File: config.mk
export PLATFORM = sky130hd
export DESIGN_NAME = cwrite_resolver
export DESIGN_NICKNAME = d
export VERILOG_FILES = /design/src/rtl/cwr_pkg.sv /design/src/rtl/cwr_match.sv /design/src/rtl/cwr_rr_ptr.sv /design/src/rtl/cwr_resolve.sv /design/src/rtl/cwr_store.sv /design/src/rtl/cwrite_resolver.sv
export SDC_FILE = /design/constraint.sdc
export NUM_CORES = 1
export LEC_CHECK = 0
export CAP_MARGIN = 30
export CORE_ASPECT_RATIO = 1.1
export CORE_MARGIN = 2
export CORE_UTILIZATION = 50
export DETAILED_ROUTE_END_ITERATION = 6
export DONT_BUFFER_PORTS = 1
export PLACE_DENSITY = 0.66
export REMOVE_ABC_BUFFERS = 1
export SYNTH_ARGS = -nofsm -noshare
export SYNTH_HDL_FRONTEND = slang
export SYNTH_SLANG_ARGS = --single-unit
File: constraint.sdc
create_clock -name clk -period 3.5 [get_ports clk]
set_input_delay 0.525 -clock clk [delete_from_list [all_inputs] [get_ports clk]]
set_output_delay 0.525 -clock clk [all_outputs]
set_load 0.01 [all_outputs]
File: src/rtl/cwr_pkg.sv
package cwr_pkg;
    typedef enum logic [1:0] {
        POL_COMMON = 2'd0,
        POL_ARBIT  = 2'd1,
        POL_PRIO   = 2'd2,
        POL_SUM    = 2'd3
    } policy_e;
endpackage

File: src/rtl/cwr_match.sv
// Address-match matrix and per-group facts seen from each port.
module cwr_match #(
    parameter int NPORT = 4,
    parameter int AW    = 3,
    parameter int DW    = 8,
    localparam int SW   = DW + $clog2(NPORT) + 1
) (
    input  logic [NPORT-1:0]          wr_en,
    input  logic [NPORT-1:0][AW-1:0]  wr_addr,
    input  logic [NPORT-1:0][DW-1:0]  wr_data,
    output logic [NPORT-1:0][NPORT-1:0] same,
    output logic [NPORT-1:0]          leader,
    output logic [NPORT-1:0]          clash,
    output logic [NPORT-1:0]          all_eq,
    output logic [NPORT-1:0][SW-1:0]  grp_sum
);
    always_comb begin
        for (int i = 0; i < NPORT; i++) begin
            for (int j = 0; j < NPORT; j++) begin
                same[i][j] = wr_en[i] & wr_en[j] & (wr_addr[i] == wr_addr[j]);
            end
        end
    end

    generate
        for (genvar gi = 0; gi < NPORT; gi++) begin : g_port
            always_comb begin
                int cnt;
                cnt = 0;
                leader[gi]  = wr_en[gi];
                all_eq[gi]  = 1'b1;
                grp_sum[gi] = '0;
                for (int j = 0; j < NPORT; j++) begin
                    if (same[gi][j]) begin
                        cnt = cnt + 1;
                        grp_sum[gi] = grp_sum[gi] + SW'(wr_data[j]);
                        if (wr_data[j] != wr_data[gi]) all_eq[gi] = 1'b0;
                        if (j < gi) leader[gi] = 1'b0;
                    end
                end
                clash[gi] = (cnt > 1);
            end
        end
    endgenerate
endmodule

File: src/rtl/cwr_rr_ptr.sv
// Rotating start pointer for the arbitrary policy.
module cwr_rr_ptr #(
    parameter int NPORT = 4,
    localparam int PW   = (NPORT > 1) ? $clog2(NPORT) : 1
) (
    input  logic          clk,
    input  logic          rst_n,
    input  logic          advance,
    output logic [PW-1:0] ptr
);
    always_ff @(posedge clk or negedge rst_n) begin
        if (!rst_n) begin
            ptr <= '0;
        end else if (advance) begin
            if (ptr == PW'(NPORT - 1)) ptr <= '0;
            else                       ptr <= ptr + 1'b1;
        end
    end

    p_ptr_step_r4: assert property (@(posedge clk) disable iff (!rst_n)
        (ptr != $past(ptr)) |->
        (ptr == (($past(ptr) == PW'(NPORT - 1)) ? PW'(0) : PW'($past(ptr) + 1'b1))))
        else $error("pointer moved by other than one step");
endmodule

File: src/rtl/cwr_resolve.sv
// Applies the selected policy to each address group.
module cwr_resolve
    import cwr_pkg::*;
#(
    parameter int NPORT = 4,
    parameter int DW    = 8,
    localparam int SW   = DW + $clog2(NPORT) + 1,
    localparam int PW   = (NPORT > 1) ? $clog2(NPORT) : 1
) (
    input  policy_e                   pol,
    input  logic                      excl_wr,
    input  logic [PW-1:0]             ptr,
    input  logic [NPORT-1:0]          wr_en,
    input  logic [NPORT-1:0][DW-1:0]  wr_data,
    input  logic [NPORT-1:0][NPORT-1:0] same,
    input  logic [NPORT-1:0]          leader,
    input  logic [NPORT-1:0]          clash,
    input  logic [NPORT-1:0]          all_eq,
    input  logic [NPORT-1:0][SW-1:0]  grp_sum,
    output logic [NPORT-1:0]          we,
    output logic [NPORT-1:0][DW-1:0]  wval,
    output logic [NPORT-1:0]          ok_nx,
    output logic [NPORT-1:0]          ovf_nx,
    output logic                      advance,
    output logic                      wr_violation
);
    logic [NPORT-1:0] arb_win;
    logic             any_clash;

    // distance from the pointer in cyclic port order
    function automatic int dist_of(int idx, logic [PW-1:0] p);
        int d;
        d = idx + NPORT - int'(p);
        if (d >= NPORT) d = d - NPORT;
        return d;
    endfunction

    always_comb begin
        for (int i = 0; i < NPORT; i++) begin
            arb_win[i] = wr_en[i];
            for (int j = 0; j < NPORT; j++) begin
                if (same[i][j] && (j != i) && (dist_of(j, ptr) < dist_of(i, ptr)))
                    arb_win[i] = 1'b0;
            end
        end
    end

    assign any_clash    = |clash;
    assign advance      = (pol == POL_ARBIT) & ~excl_wr & any_clash;
    assign wr_violation = excl_wr & any_clash;

    always_comb begin
        for (int i = 0; i < NPORT; i++) begin
            we[i]     = 1'b0;
            wval[i]   = wr_data[i];
            ok_nx[i]  = 1'b0;
            ovf_nx[i] = 1'b0;
            if (excl_wr) begin
                ok_nx[i] = wr_en[i] & ~clash[i];
                we[i]    = ok_nx[i];
            end else begin
                unique case (pol)
                    POL_COMMON: begin
                        ok_nx[i] = wr_en[i] & (~clash[i] | all_eq[i]);
                        we[i]    = ok_nx[i] & leader[i];
                    end
                    POL_ARBIT: begin
                        ok_nx[i] = arb_win[i];
                        we[i]    = arb_win[i];
                    end
                    POL_PRIO: begin
                        ok_nx[i] = leader[i];
                        we[i]    = leader[i];
                    end
                    POL_SUM: begin
                        ok_nx[i]  = wr_en[i];
                        we[i]     = leader[i];
                        wval[i]   = grp_sum[i][DW-1:0];
                        ovf_nx[i] = wr_en[i] & (grp_sum[i][SW-1:DW] != '0);
                    end
                    default: ;
                endcase
            end
        end
    end
endmodule

File: src/rtl/cwr_store.sv
// Word storage with one write lane and one read lane per port.
module cwr_store #(
    parameter int NPORT  = 4,
    parameter int AW     = 3,
    parameter int DW     = 8,
    parameter bit REG_RD = 1'b0,
    localparam int DEPTH = 1 << AW
) (
    input  logic                      clk,
    input  logic                      rst_n,
    input  logic [NPORT-1:0]          we,
    input  logic [NPORT-1:0][AW-1:0]  waddr,
    input  logic [NPORT-1:0][DW-1:0]  wval,
    input  logic [NPORT-1:0]          rd_en,
    input  logic [NPORT-1:0][AW-1:0]  rd_addr,
    output logic [NPORT-1:0][DW-1:0]  rd_data
);
    logic [DW-1:0] mem [DEPTH];

    always_ff @(posedge clk or negedge rst_n) begin
        if (!rst_n) begin
            for (int a = 0; a < DEPTH; a++) mem[a] <= '0;
        end else begin
            for (int i = 0; i < NPORT; i++) begin
                if (we[i]) mem[waddr[i]] <= wval[i];
            end
        end
    end

    generate
        if (REG_RD) begin : g_rd_reg
            always_ff @(posedge clk or negedge rst_n) begin
                if (!rst_n) begin
                    rd_data <= '0;
                end else begin
                    for (int i = 0; i < NPORT; i++) begin
                        if (rd_en[i]) rd_data[i] <= mem[rd_addr[i]];
                    end
                end
            end
        end else begin : g_rd_comb
            always_comb begin
                for (int i = 0; i < NPORT; i++) rd_data[i] = mem[rd_addr[i]];
            end
        end
    endgenerate

    // the resolver must hand at most one writer to each address
    generate
        for (genvar gi = 0; gi < NPORT; gi++) begin : g_chk_i
            for (genvar gj = gi + 1; gj < NPORT; gj++) begin : g_chk_j
                p_one_writer_r1: assert property (@(posedge clk) disable iff (!rst_n)
                    (we[gi] && we[gj]) |-> (waddr[gi] != waddr[gj]))
                    else $error("two writers on one address");
            end
        end
    endgenerate
endmodule

File: src/rtl/cwrite_resolver.sv
module cwrite_resolver
    import cwr_pkg::*;
#(
    parameter int NPORT  = 4,
    parameter int AW     = 3,
    parameter int DW     = 8,
    parameter bit REG_RD = 1'b0,
    localparam int SW    = DW + $clog2(NPORT) + 1,
    localparam int PW    = (NPORT > 1) ? $clog2(NPORT) : 1
) (
    input  logic                      clk,
    input  logic                      rst_n,
    input  logic [1:0]                policy,
    input  logic                      excl_wr,
    input  logic                      excl_rd,
    input  logic [NPORT-1:0]          wr_en,
    input  logic [NPORT-1:0][AW-1:0]  wr_addr,
    input  logic [NPORT-1:0][DW-1:0]  wr_data,
    input  logic [NPORT-1:0]          rd_en,
    input  logic [NPORT-1:0][AW-1:0]  rd_addr,
    output logic [NPORT-1:0][DW-1:0]  rd_data,
    output logic [NPORT-1:0]          wr_ok,
    output logic [NPORT-1:0]          wr_ovf,
    output logic                      conflict_err
);
    policy_e                    pol;
    logic [NPORT-1:0][NPORT-1:0] same;
    logic [NPORT-1:0]           leader, clash, all_eq;
    logic [NPORT-1:0][SW-1:0]   grp_sum;
    logic [NPORT-1:0]           we, ok_nx, ovf_nx;
    logic [NPORT-1:0][DW-1:0]   wval;
    logic                       advance, wr_violation, rd_violation;
    logic [PW-1:0]              ptr;

    assign pol = policy_e'(policy);

    cwr_match #(.NPORT(NPORT), .AW(AW), .DW(DW)) i_match (
        .wr_en(wr_en), .wr_addr(wr_addr), .wr_data(wr_data),
        .same(same), .leader(leader), .clash(clash),
        .all_eq(all_eq), .grp_sum(grp_sum)
    );

    cwr_rr_ptr #(.NPORT(NPORT)) i_ptr (
        .clk(clk), .rst_n(rst_n), .advance(advance), .ptr(ptr)
    );

    cwr_resolve #(.NPORT(NPORT), .DW(DW)) i_resolve (
        .pol(pol), .excl_wr(excl_wr), .ptr(ptr),
        .wr_en(wr_en), .wr_data(wr_data),
        .same(same), .leader(leader), .clash(clash),
        .all_eq(all_eq), .grp_sum(grp_sum),
        .we(we), .wval(wval), .ok_nx(ok_nx), .ovf_nx(ovf_nx),
        .advance(advance), .wr_violation(wr_violation)
    );

    cwr_store #(.NPORT(NPORT), .AW(AW), .DW(DW), .REG_RD(REG_RD)) i_store (
        .clk(clk), .rst_n(rst_n),
        .we(we), .waddr(wr_addr), .wval(wval),
        .rd_en(rd_en), .rd_addr(rd_addr), .rd_data(rd_data)
    );

    // shared read address check
    always_comb begin
        rd_violation = 1'b0;
        for (int i = 0; i < NPORT; i++) begin
            for (int j = i + 1; j < NPORT; j++) begin
                if (rd_en[i] && rd_en[j] && (rd_addr[i] == rd_addr[j]))
                    rd_violation = 1'b1;
            end
        end
    end

    always_ff @(posedge clk or negedge rst_n) begin
        if (!rst_n) begin
            wr_ok        <= '0;
            wr_ovf       <= '0;
            conflict_err <= 1'b0;
        end else begin
            wr_ok        <= ok_nx;
            wr_ovf       <= ovf_nx;
            conflict_err <= wr_violation | (excl_rd & rd_violation);
        end
    end

    generate
        for (genvar gi = 0; gi < NPORT; gi++) begin : g_chk
            p_ok_needs_req_r10: assert property (@(posedge clk) disable iff (!rst_n)
                wr_ok[gi] |-> $past(wr_en[gi]))
                else $error("success without request");
            p_ovf_needs_sum_r6: assert property (@(posedge clk) disable iff (!rst_n)
                wr_ovf[gi] |-> ($past(policy) == 2'd3 && !$past(excl_wr) && wr_ok[gi]))
                else $error("overflow outside sum policy");
        end
    endgenerate

    p_err_needs_excl_r7: assert property (@(posedge clk) disable iff (!rst_n)
        conflict_err |-> ($past(excl_wr) || $past(excl_rd)))
        else $error("error pulse with checks off");
endmodule

==> results.rst, run 1 <==
.. list-table::
   :header-rows: 1

   * - Metric
     - Value
   * - Largest net degree at the start of global routing
     - 76
   * - Minimum setup slack in the final design
     - -1.73 ns
   * - Number of setup violations in the final report
     - 71
   * - Data required time of the worst path
     - between 3 and 4 ns
   * - First element of the critical path
     - wr_addr[1]
   * - Initial DRT Pass Iterations
     - 7
   * - Final Routed Wirelength
     - around 64 mm
   * - Slowest Stage Delay on Critical Path
     - ~0.39 ns
   * - Initial Util
     - 0.510
   * - Clock tree from TritonCTS
     - done
   * - Final hold violation count
     - 0
   * - Pwr dens
     - 290 nW/µm²
   * - Combined area of all synthesized cells
     - ~14000 µm²
   * - Slew Limit Fails
     - 0
   * - Layout area overhead
     - 39.9%
   * - Library cells used by synthesis
     - 92
   * - Placed insts
     - ~2300
   * - Floorplan core area
     - 27900 µm²
   * - Root buffer selected by CTS
     - sky130_fd_sc_hd__clkbuf_16
   * - Number of inserted diodes
     - 0
   * - Finished Layout Cells
     - 2397
   * - Status
     - complete, but fails checks
   * - Hpwl dp
     - 46.6 mm
   * - Warning count from the yosys run
     - 0
   * - Max-capacitance violation count
     - 0
   * - Worst Clk Skew
     - approximately 0.013 ns
   * - Wire per inst
     - roughly 27 µm
   * - Violations in the final reports
     - design-rule violations, negative setup slack
   * - Cell with the biggest individual delay on the critical path
     - sky130_fd_sc_hd__or3_1
   * - Total Power
     - 5.77 mW
   * - Count of buffers from port buffering
     - 0
   * - DRC violation total after the first TritonRoute iteration
     - approximately 1800
   * - Family with the most delay on the worst path
     - compound AO/OA/AOI/OAI gates
   * - CP Launch Type
     - primary input
   * - Data arrival at the endpoint of the critical path
     - about 5.5 ns
   * - Crit path buf inv count
     - 4
   * - DRC violations left
     - 12
   * - Unrepaired setup endpoints after global routing
     - yes
   * - Critical Path Sink Type
     - flop
   * - Per-instance average area after synthesis
     - between 8 and 9 µm²
   * - Mapped Cells
     - approximately 1700
   * - Reg-to-reg critical path startpoint
     - i_ptr.ptr[0]
   * - Die width
     - around 160 µm
   * - Asr flop ratio synth
     - 1.00
   * - Category of the most critical setup path
     - primary input to flop
   * - Area share of the largest cell type after synthesis
     - 0.132
   * - Most common flop cell mapped by yosys
     - sky130_fd_sc_hd__dfrtp_1
   * - Static Leak
     - between 8 and 9 nW
   * - Number of vias per cell
     - approximately 6.8
   * - Residual overflow from global routing
     - 0
   * - # H-tree levels
     - 3
   * - Fin crit share
     - 1.49
   * - Worst min path class
     - primary input to asynchronous set/reset pin
   * - Sequential-to-total area share from yosys stat
     - 0.132
   * - Crit path cell chain
     - xor2_4 -> nor4_4 -> buf_6 -> and2_4 -> ha_4 -> a211o_1 -> mux2i_1 -> a21oi_2 -> or3_1 -> and3_4 -> ha_4 -> buf_4 -> buf_6 -> a41oi_2 -> o21ai_2 -> xnor2_1 -> o21ai_2 -> ha_1 -> or3_1 -> a32o_1 -> a31oi_1 -> buf_4 -> nand3_1 -> a31o_2
   * - Worst Tran Pin Value
     - approximately 1.0 ns
   * - Clock-pin transition on the worst setup and hold timing paths
     - 0.06 ns
   * - Vias post-DR
     - 16300
   * - Final critical-path required period
     - between 5 and 6 ns
   * - Number of routed nets with antenna violations
     - 0
   * - Synth cell count leaders
     - 128 x sky130_fd_sc_hd__nand2_1, 117 x sky130_fd_sc_hd__ha_1, 109 x sky130_fd_sc_hd__xnor2_1, 101 x sky130_fd_sc_hd__a21oi_1, 96 x sky130_fd_sc_hd__nor2_1
   * - Placement row count
     - 64
   * - Max Buffers Root-to-Sink
     - 2
   * - Library cell with the highest instance count after synthesis
     - sky130_fd_sc_hd__nand2_1
   * - I/O pin total
     - 111
   * - Total global routing track utilization
     - 0.421
   * - CTS Sinks
     - between 70 and 80
   * - Die height
     - ~180 µm
   * - Setup TNS Final
     - -80.10 ns
   * - Routability-driven placement congestion ratio
     - 1.04
   * - Cell type contributing the most total cell area after synthesis
     - sky130_fd_sc_hd__dfrtp_1
   * - Wire length of the first global-routing pass
     - roughly 95 mm
   * - Relative max-transition margin
     - 0.303
   * - Number of flops mapped to enable cells by yosys
     - 0
   * - Achievable clock frequency
     - 0.191 GHz
   * - Main area contributors after synthesis
     - sky130_fd_sc_hd__dfrtp_1 13%, sky130_fd_sc_hd__ha_1 10%, sky130_fd_sc_hd__mux4_2 10%
   * - Worst reg-to-reg setup slack
     - between 0.3 and 0.4 ns
   * - Insertion delay of the later-clocked pin in the worst-skew pair
     - roughly 0.35 ns
   * - Peak supply drop
     - around 0.00025 V
   * - Die ar.
     - between 20000 and 30000 µm²
   * - Fraction of layout cells with a size suffix above 1
     - 0.422
   * - Number of antenna violations at the first check in global routing
     - 1
   * - Number of storage elements in the synthesis netlist
     - between 70 and 80
   * - Maximum net fanout on the critical path
     - 10
   * - Via count of the first global-routing pass
     - ~17000
   * - Num CTS Buffers
     - 9
   * - Number of nets in the layout
     - roughly 2200
[state kept, by name, summed over array words and instances, names as in the netlist]
| name | cells |
|---|---|
| wr_ok | 4 |
| wr_ovf | 4 |
| i_ptr.ptr | 2 |
| i_store.mem | 64 |
| conflict_err | 1 |
[final timing paths]
| path | to | cells past startpoint |
|---|---|---|
| setup / recovery | i_store.mem[29] | 24 |
| hold / removal | i_store.mem[59] | 1 |
| setup reg to reg | i_store.mem[40] | 10 |
| hold reg to reg | i_ptr.ptr[1] | 1 |
| max in group asynchronous | wr_ok[0] | 1 |
| min in group clk | conflict_err | 2 |
[per-stage QoR]
stage	setup slack [ns]	utilization	area (µm²)	hold WS, ns
finish	-1.73	0.713	19900	0.0576
global route	-1.87	0.713	19900	0.0922
CTS	-1.57	0.675	18800	0.0944
detailed placement	-2.29	0.616	17200	0.233
global placement	-2.27	0.616	17200	0.233
floorplan	-2.46	-	13700	0.229
[routing by layer]
layer  up-vias  share of wire  track usage
li1       7068              -            -
met1      7811           0.35        0.467
met2      1051           0.47        0.689
met3       374          0.094        0.101
met4         2          0.091        0.323
met5         -        0.00017            0
[cell families after synthesis]
| family | after synthesis | share of synthesized area |
|---|---|---|
| buf+inv | 168 | 0.0499 |
| xor+xnor | 151 | 0.0936 |
| simple gates | 488 | 0.179 |
| mux | 180 | 0.189 |
| fa+ha+maj | 129 | 0.120 |
| flops | 75 | 0.132 |
| compound gates | 489 | 0.236 |
[layout make-up]
type	count	area (µm²)
Clock buffer	13	270
Timing Repair Buffer	441	3690
Multi-Input combinational cell	1437	13300
Tap cell	363	454
Clock inverter	3	21.3
Sequential cell	75	1880
Inverter	65	256
Fill cell	2117	8000
[cell usage in the layout (no fill, tap or decap), types with 44 or more instances in the layout]
| cell | netlist | final |
|---|---|---|
| sky130_fd_sc_hd__mux2_2 | 60 | 56 |
| sky130_fd_sc_hd__buf_4 | 8 | 388 |
| sky130_fd_sc_hd__o211ai_1 | 48 | 48 |
| sky130_fd_sc_hd__inv_1 | 59 | 52 |
| sky130_fd_sc_hd__o21ai_0 | 93 | 64 |
| sky130_fd_sc_hd__nor2_1 | 96 | 84 |
| sky130_fd_sc_hd__dfrtp_1 | 75 | 75 |
| sky130_fd_sc_hd__a21oi_1 | 101 | 69 |
| sky130_fd_sc_hd__ha_1 | 117 | 89 |
| sky130_fd_sc_hd__xnor2_1 | 109 | 98 |
| sky130_fd_sc_hd__mux2i_1 | 46 | 44 |
| sky130_fd_sc_hd__mux4_2 | 64 | 64 |
| sky130_fd_sc_hd__nand2_1 | 128 | 119 |
[power breakdown]
part	leakage [nW]	internal [mW]	switching (mW)
combinational	7.55	1.84	1.48
clock	0.142	0.540	0.412
sequential	0.919	1.10	0.394
[repair_timing]
item / 4_1_cts / 5_1_grt
buffers inserted: 36 / 40
setup endpoints to repair: 72 / 72
gates cloned: 1 / 0
pin swaps: 97 / 112
gates resized for setup: 223 / 173
hold buffers: 1 / 0
endpoints found under the hold margin: 75 / 0
(Power assumes the default switching activity.)
==> inputs of run 2 (changes only) <==
--- a/config.mk
+++ b/config.mk
@@ -9,3 +9,2 @@
 export CORE_ASPECT_RATIO = 1.1
-export CORE_MARGIN = 2
 export CORE_UTILIZATION = 50
--- a/constraint.sdc
+++ b/constraint.sdc
@@ -3,2 +3,2 @@
 set_output_delay 0.525 -clock clk [all_outputs]
-set_load 0.01 [all_outputs]
+set_load 0.05 [all_outputs]
==> run 2 against run 1 <==
The flow finishes with violations (negative setup slack); design area decreased by 3.6%; clock skew decreased by 0.0059 ns; count of clock-buffer cells in the layout decreased by 2; clock power increased by 3.2%; final cell count decreased by 0.75%; sequential cell count unchanged; fmax increased by 1.3%; hold slack improved by 0.0094 ns; routed wire length decreased by 3.4%; critical endpoint is now i_store.mem[47].
==> results.rst, run 2 (same netlist as run 1, synthesis figures left out) <==
.. list-table::
   :header-rows: 1

   * - Metric
     - Value
   * - Hpwl dp
     - 47.2 mm (+1.3%)
   * - Placed insts
     - 2315 (-0.043%)
   * - Post-place setup slack
     - -2.30 ns (-0.00551 ns)
   * - Total Power
     - 6.10 mW (+5.7%)
   * - Pwr dens
     - 318 nW/µm² (+9.7%)
   * - Switching power
     - 2.66 mW (+16%)
   * - Fraction of power consumed by sequential logic
     - 0.251 (-0.009)
   * - Final hold violation count
     - 0 (unchanged)
   * - Largest reg by FF count
     - i_store.mem
   * - # H-tree levels
     - 3 (unchanged)
   * - Vias post-DR
     - 15900 (-2.6%)
   * - Internal Pwr Total
     - 3.44 mW (-1.3%)
   * - Wire per inst
     - 26.1 µm (-2.7%)
   * - Number of vias per cell
     - 6.68 (-1.9%)
   * - Non-Filler Cell Area, Final
     - 19200 µm² (-3.6%)
   * - Top flop regs
     - i_store.mem (64), wr_ok (4), wr_ovf (4)
   * - Residual overflow from global routing
     - 0 (unchanged)
   * - Category of the most critical setup path
     - primary input to flop
   * - Initial Util
     - 0.510 (unchanged)
   * - Post-route worst hold slack
     - 0.0670 ns (+0.00942 ns)
   * - Family with the most delay on the worst path
     - compound AO/OA/AOI/OAI gates
   * - Number of nets in the layout
     - 2211 (-0.76%)
   * - Combinational power share
     - 0.588 (+0.013)
   * - Root buffer selected by CTS
     - sky130_fd_sc_hd__clkbuf_16
   * - Critical path's most frequent cell
     - sky130_fd_sc_hd__ha_4
   * - Number of setup violations in the final report
     - 70 (-1.4%)
   * - Worst Clk Skew
     - 0.00692 ns (-0.00592 ns)
   * - DRC violation total after the first TritonRoute iteration
     - 1471 (-18%)
   * - Grt met1 use
     - 0.469 (+0.00167)
   * - Initial DRT Pass Iterations
     - 6 (-1)
   * - Clock-pin transition on the worst setup and hold timing paths
     - 0.06 ns (about the same)
   * - Die ar.
     - 29100 µm² (-2.3%)
   * - Unrepaired setup endpoints after global routing
     - yes
   * - Met3 layer usage reported by global route
     - 0.0777 (-0.0235)
   * - Die height
     - 179 µm (-1.1%)
   * - Count of buffers from port buffering
     - 0 (unchanged)
   * - Final Routed Wirelength
     - 62.1 mm (-3.4%)
   * - Relative max-transition margin
     - 0.427 (+0.123)
   * - Top library cells by usage in the layout, fill and taps aside
     - 389 x sky130_fd_sc_hd__buf_4, 121 x sky130_fd_sc_hd__nand2_1, 105 x sky130_fd_sc_hd__xnor2_1
   * - Cell with the biggest individual delay on the critical path
     - sky130_fd_sc_hd__nor4_4
   * - I/O pin total
     - 111 (unchanged)
   * - Wire length of the first global-routing pass
     - 92.8 mm (-2.5%)
   * - Fraction of layout cells with a size suffix above 1
     - 0.389 (-0.0329)
   * - Post-layout utilization of the core
     - 0.687 (-0.0255)
   * - Clock tree from TritonCTS
     - done
   * - Total global routing track utilization
     - 0.426 (+0.00548)
   * - Achievable clock frequency
     - 0.194 GHz (+1.3%)
   * - CP Launch Type
     - primary input
   * - Maximum net fanout on the critical path
     - 10 (unchanged)
   * - Number of antenna violations at the first check in global routing
     - 0 (-1)
   * - Routability-driven placement congestion ratio
     - 1.05 (+0.84%)
   * - Global routing met2 resource utilization
     - 0.724 (+0.0342)
   * - Setup TNS Final
     - -77.20 ns (+2.91 ns)
   * - Status
     - complete, but fails checks
   * - Peak supply drop
     - 0.000335 V (+36%)
   * - Finished Layout Cells
     - 2379 (-0.75%)
   * - Num CTS Buffers
     - 9 (unchanged)
   * - Via count of the first global-routing pass
     - 15900 (-4.0%)
   * - Largest net degree at the start of global routing
     - 76 (unchanged)
   * - Proportion of total power due to net switching
     - 0.436 (+0.0401)
   * - Fin crit share
     - 1.48 (-0.0188)
   * - Relative contribution of the clock network to total power
     - 0.161 (-0.004)
   * - Die width
     - 163 µm (-1.2%)
   * - Data arrival at the endpoint of the critical path
     - 5.39 ns (-0.08 ns)
   * - Floorplan core area
     - 27900 µm² (unchanged)
   * - Flip-flop count of the largest register after layout
     - 64 (unchanged)
   * - Max Buffers Root-to-Sink
     - 2 (unchanged)
   * - Worst min path class
     - primary input to asynchronous set/reset pin
   * - Violations in the final reports
     - negative setup slack
   * - CTS Sinks
     - 75 (unchanged)
   * - Slew Limit Fails
     - 0 (unchanged)
   * - Critical Path Sink Type
     - flop
   * - Minimum setup slack in the final design
     - -1.66 ns (+0.0657 ns)
   * - Worst Tran Pin Value
     - 0.860 ns (-0.177 ns)
   * - Top Usage Layer GRT
     - met2
   * - DRC violations left
     - 0 (-12)
   * - Crit path buf inv count
     - 2 (-2)
   * - Number of routed nets with antenna violations
     - 0 (unchanged)
   * - Static Leak
     - 8.40 nW (-2.5%)
   * - Number of inserted diodes
     - 0 (unchanged)
   * - Layout area overhead
     - 34.8%
   * - Data required time of the worst path
     - 3.72 ns (-0.02 ns)
   * - Insertion delay of the later-clocked pin in the worst-skew pair
     - 0.36 ns (about the same)
   * - Placement-stage cell area
     - 17200 µm² (about the same)
   * - Slowest Stage Delay on Critical Path
     - 0.40 ns (about the same)
   * - Final critical-path required period
     - 5.16 ns (-0.0657 ns)
   * - Max-capacitance violation count
     - 0 (unchanged)
   * - Placement row count
     - 64 (unchanged)
   * - Most frequent standard cell in the layout excluding fill and tap cells
     - sky130_fd_sc_hd__buf_4
run 2: cell types whose count changed in the layout (fill, tap and decap cells not counted), sizes merged:
cell	change
clkbuf	-2
buf	-17
bufinv	+1
clkinv	-1
inv	+1
run 2: final timing paths:
| check | slack [ns] | end | cells after the start | from |
|---|---|---|---|---|
| hold / removal | 0.07 | i_store.mem[42] | 1 | rst_n |
| hold reg to reg | 0.62 | i_ptr.ptr[1] | 1 | i_ptr.ptr[1] |
| setup / recovery | -1.66 | i_store.mem[47] | 26 | wr_addr[1] |
| max in group asynchronous | 3.08 | conflict_err | 1 | rst_n |
| min in group clk | 0.27 | wr_ok[1] | 1 | excl_wr |
| setup reg to reg | 0.41 | i_store.mem[46] | 11 | i_ptr.ptr[0] |
run 2: cell type report:
type / instances / area (µm²)
clock buffers: 11 / 243
fillers: 2310 / 8710
clock inverters: 4 / 51.3
multi-input cells: 1437 / 12800
repair buffers: 424 / 3480
inverters: 65 / 254
well taps: 363 / 454
flip-flops and latches: 75 / 1880
run 2: layer usage:
metal | up-vias | part of all wire
li1 | 7042 | -
met1 | 7608 | 0.35
met2 | 933 | 0.47
met3 | 301 | 0.085
met4 | 0 | 0.089
met5 | - | 0
run 2: what timing repair did:
item,4_1_cts,5_1_grt
pin swaps,129,78
cloned,1,0
endpoints found under the setup margin,71,72
endpoints found under the hold margin,75,0
hold buffers,1,0
resized for setup,204,73
setup buffers,42,14
run 2: power groups by stage:
stage          combinational (mW)  clock [mW]  sequential, mW
2_1_floorplan                2.38           0            1.33
3_3_place_gp                 3.14           0            1.47
3_5_place_dp                 3.19           0            1.52
4_1_cts                      3.45       0.984            1.50
5_1_grt                      3.81        1.00            1.56
6_report                     3.59       0.982            1.53
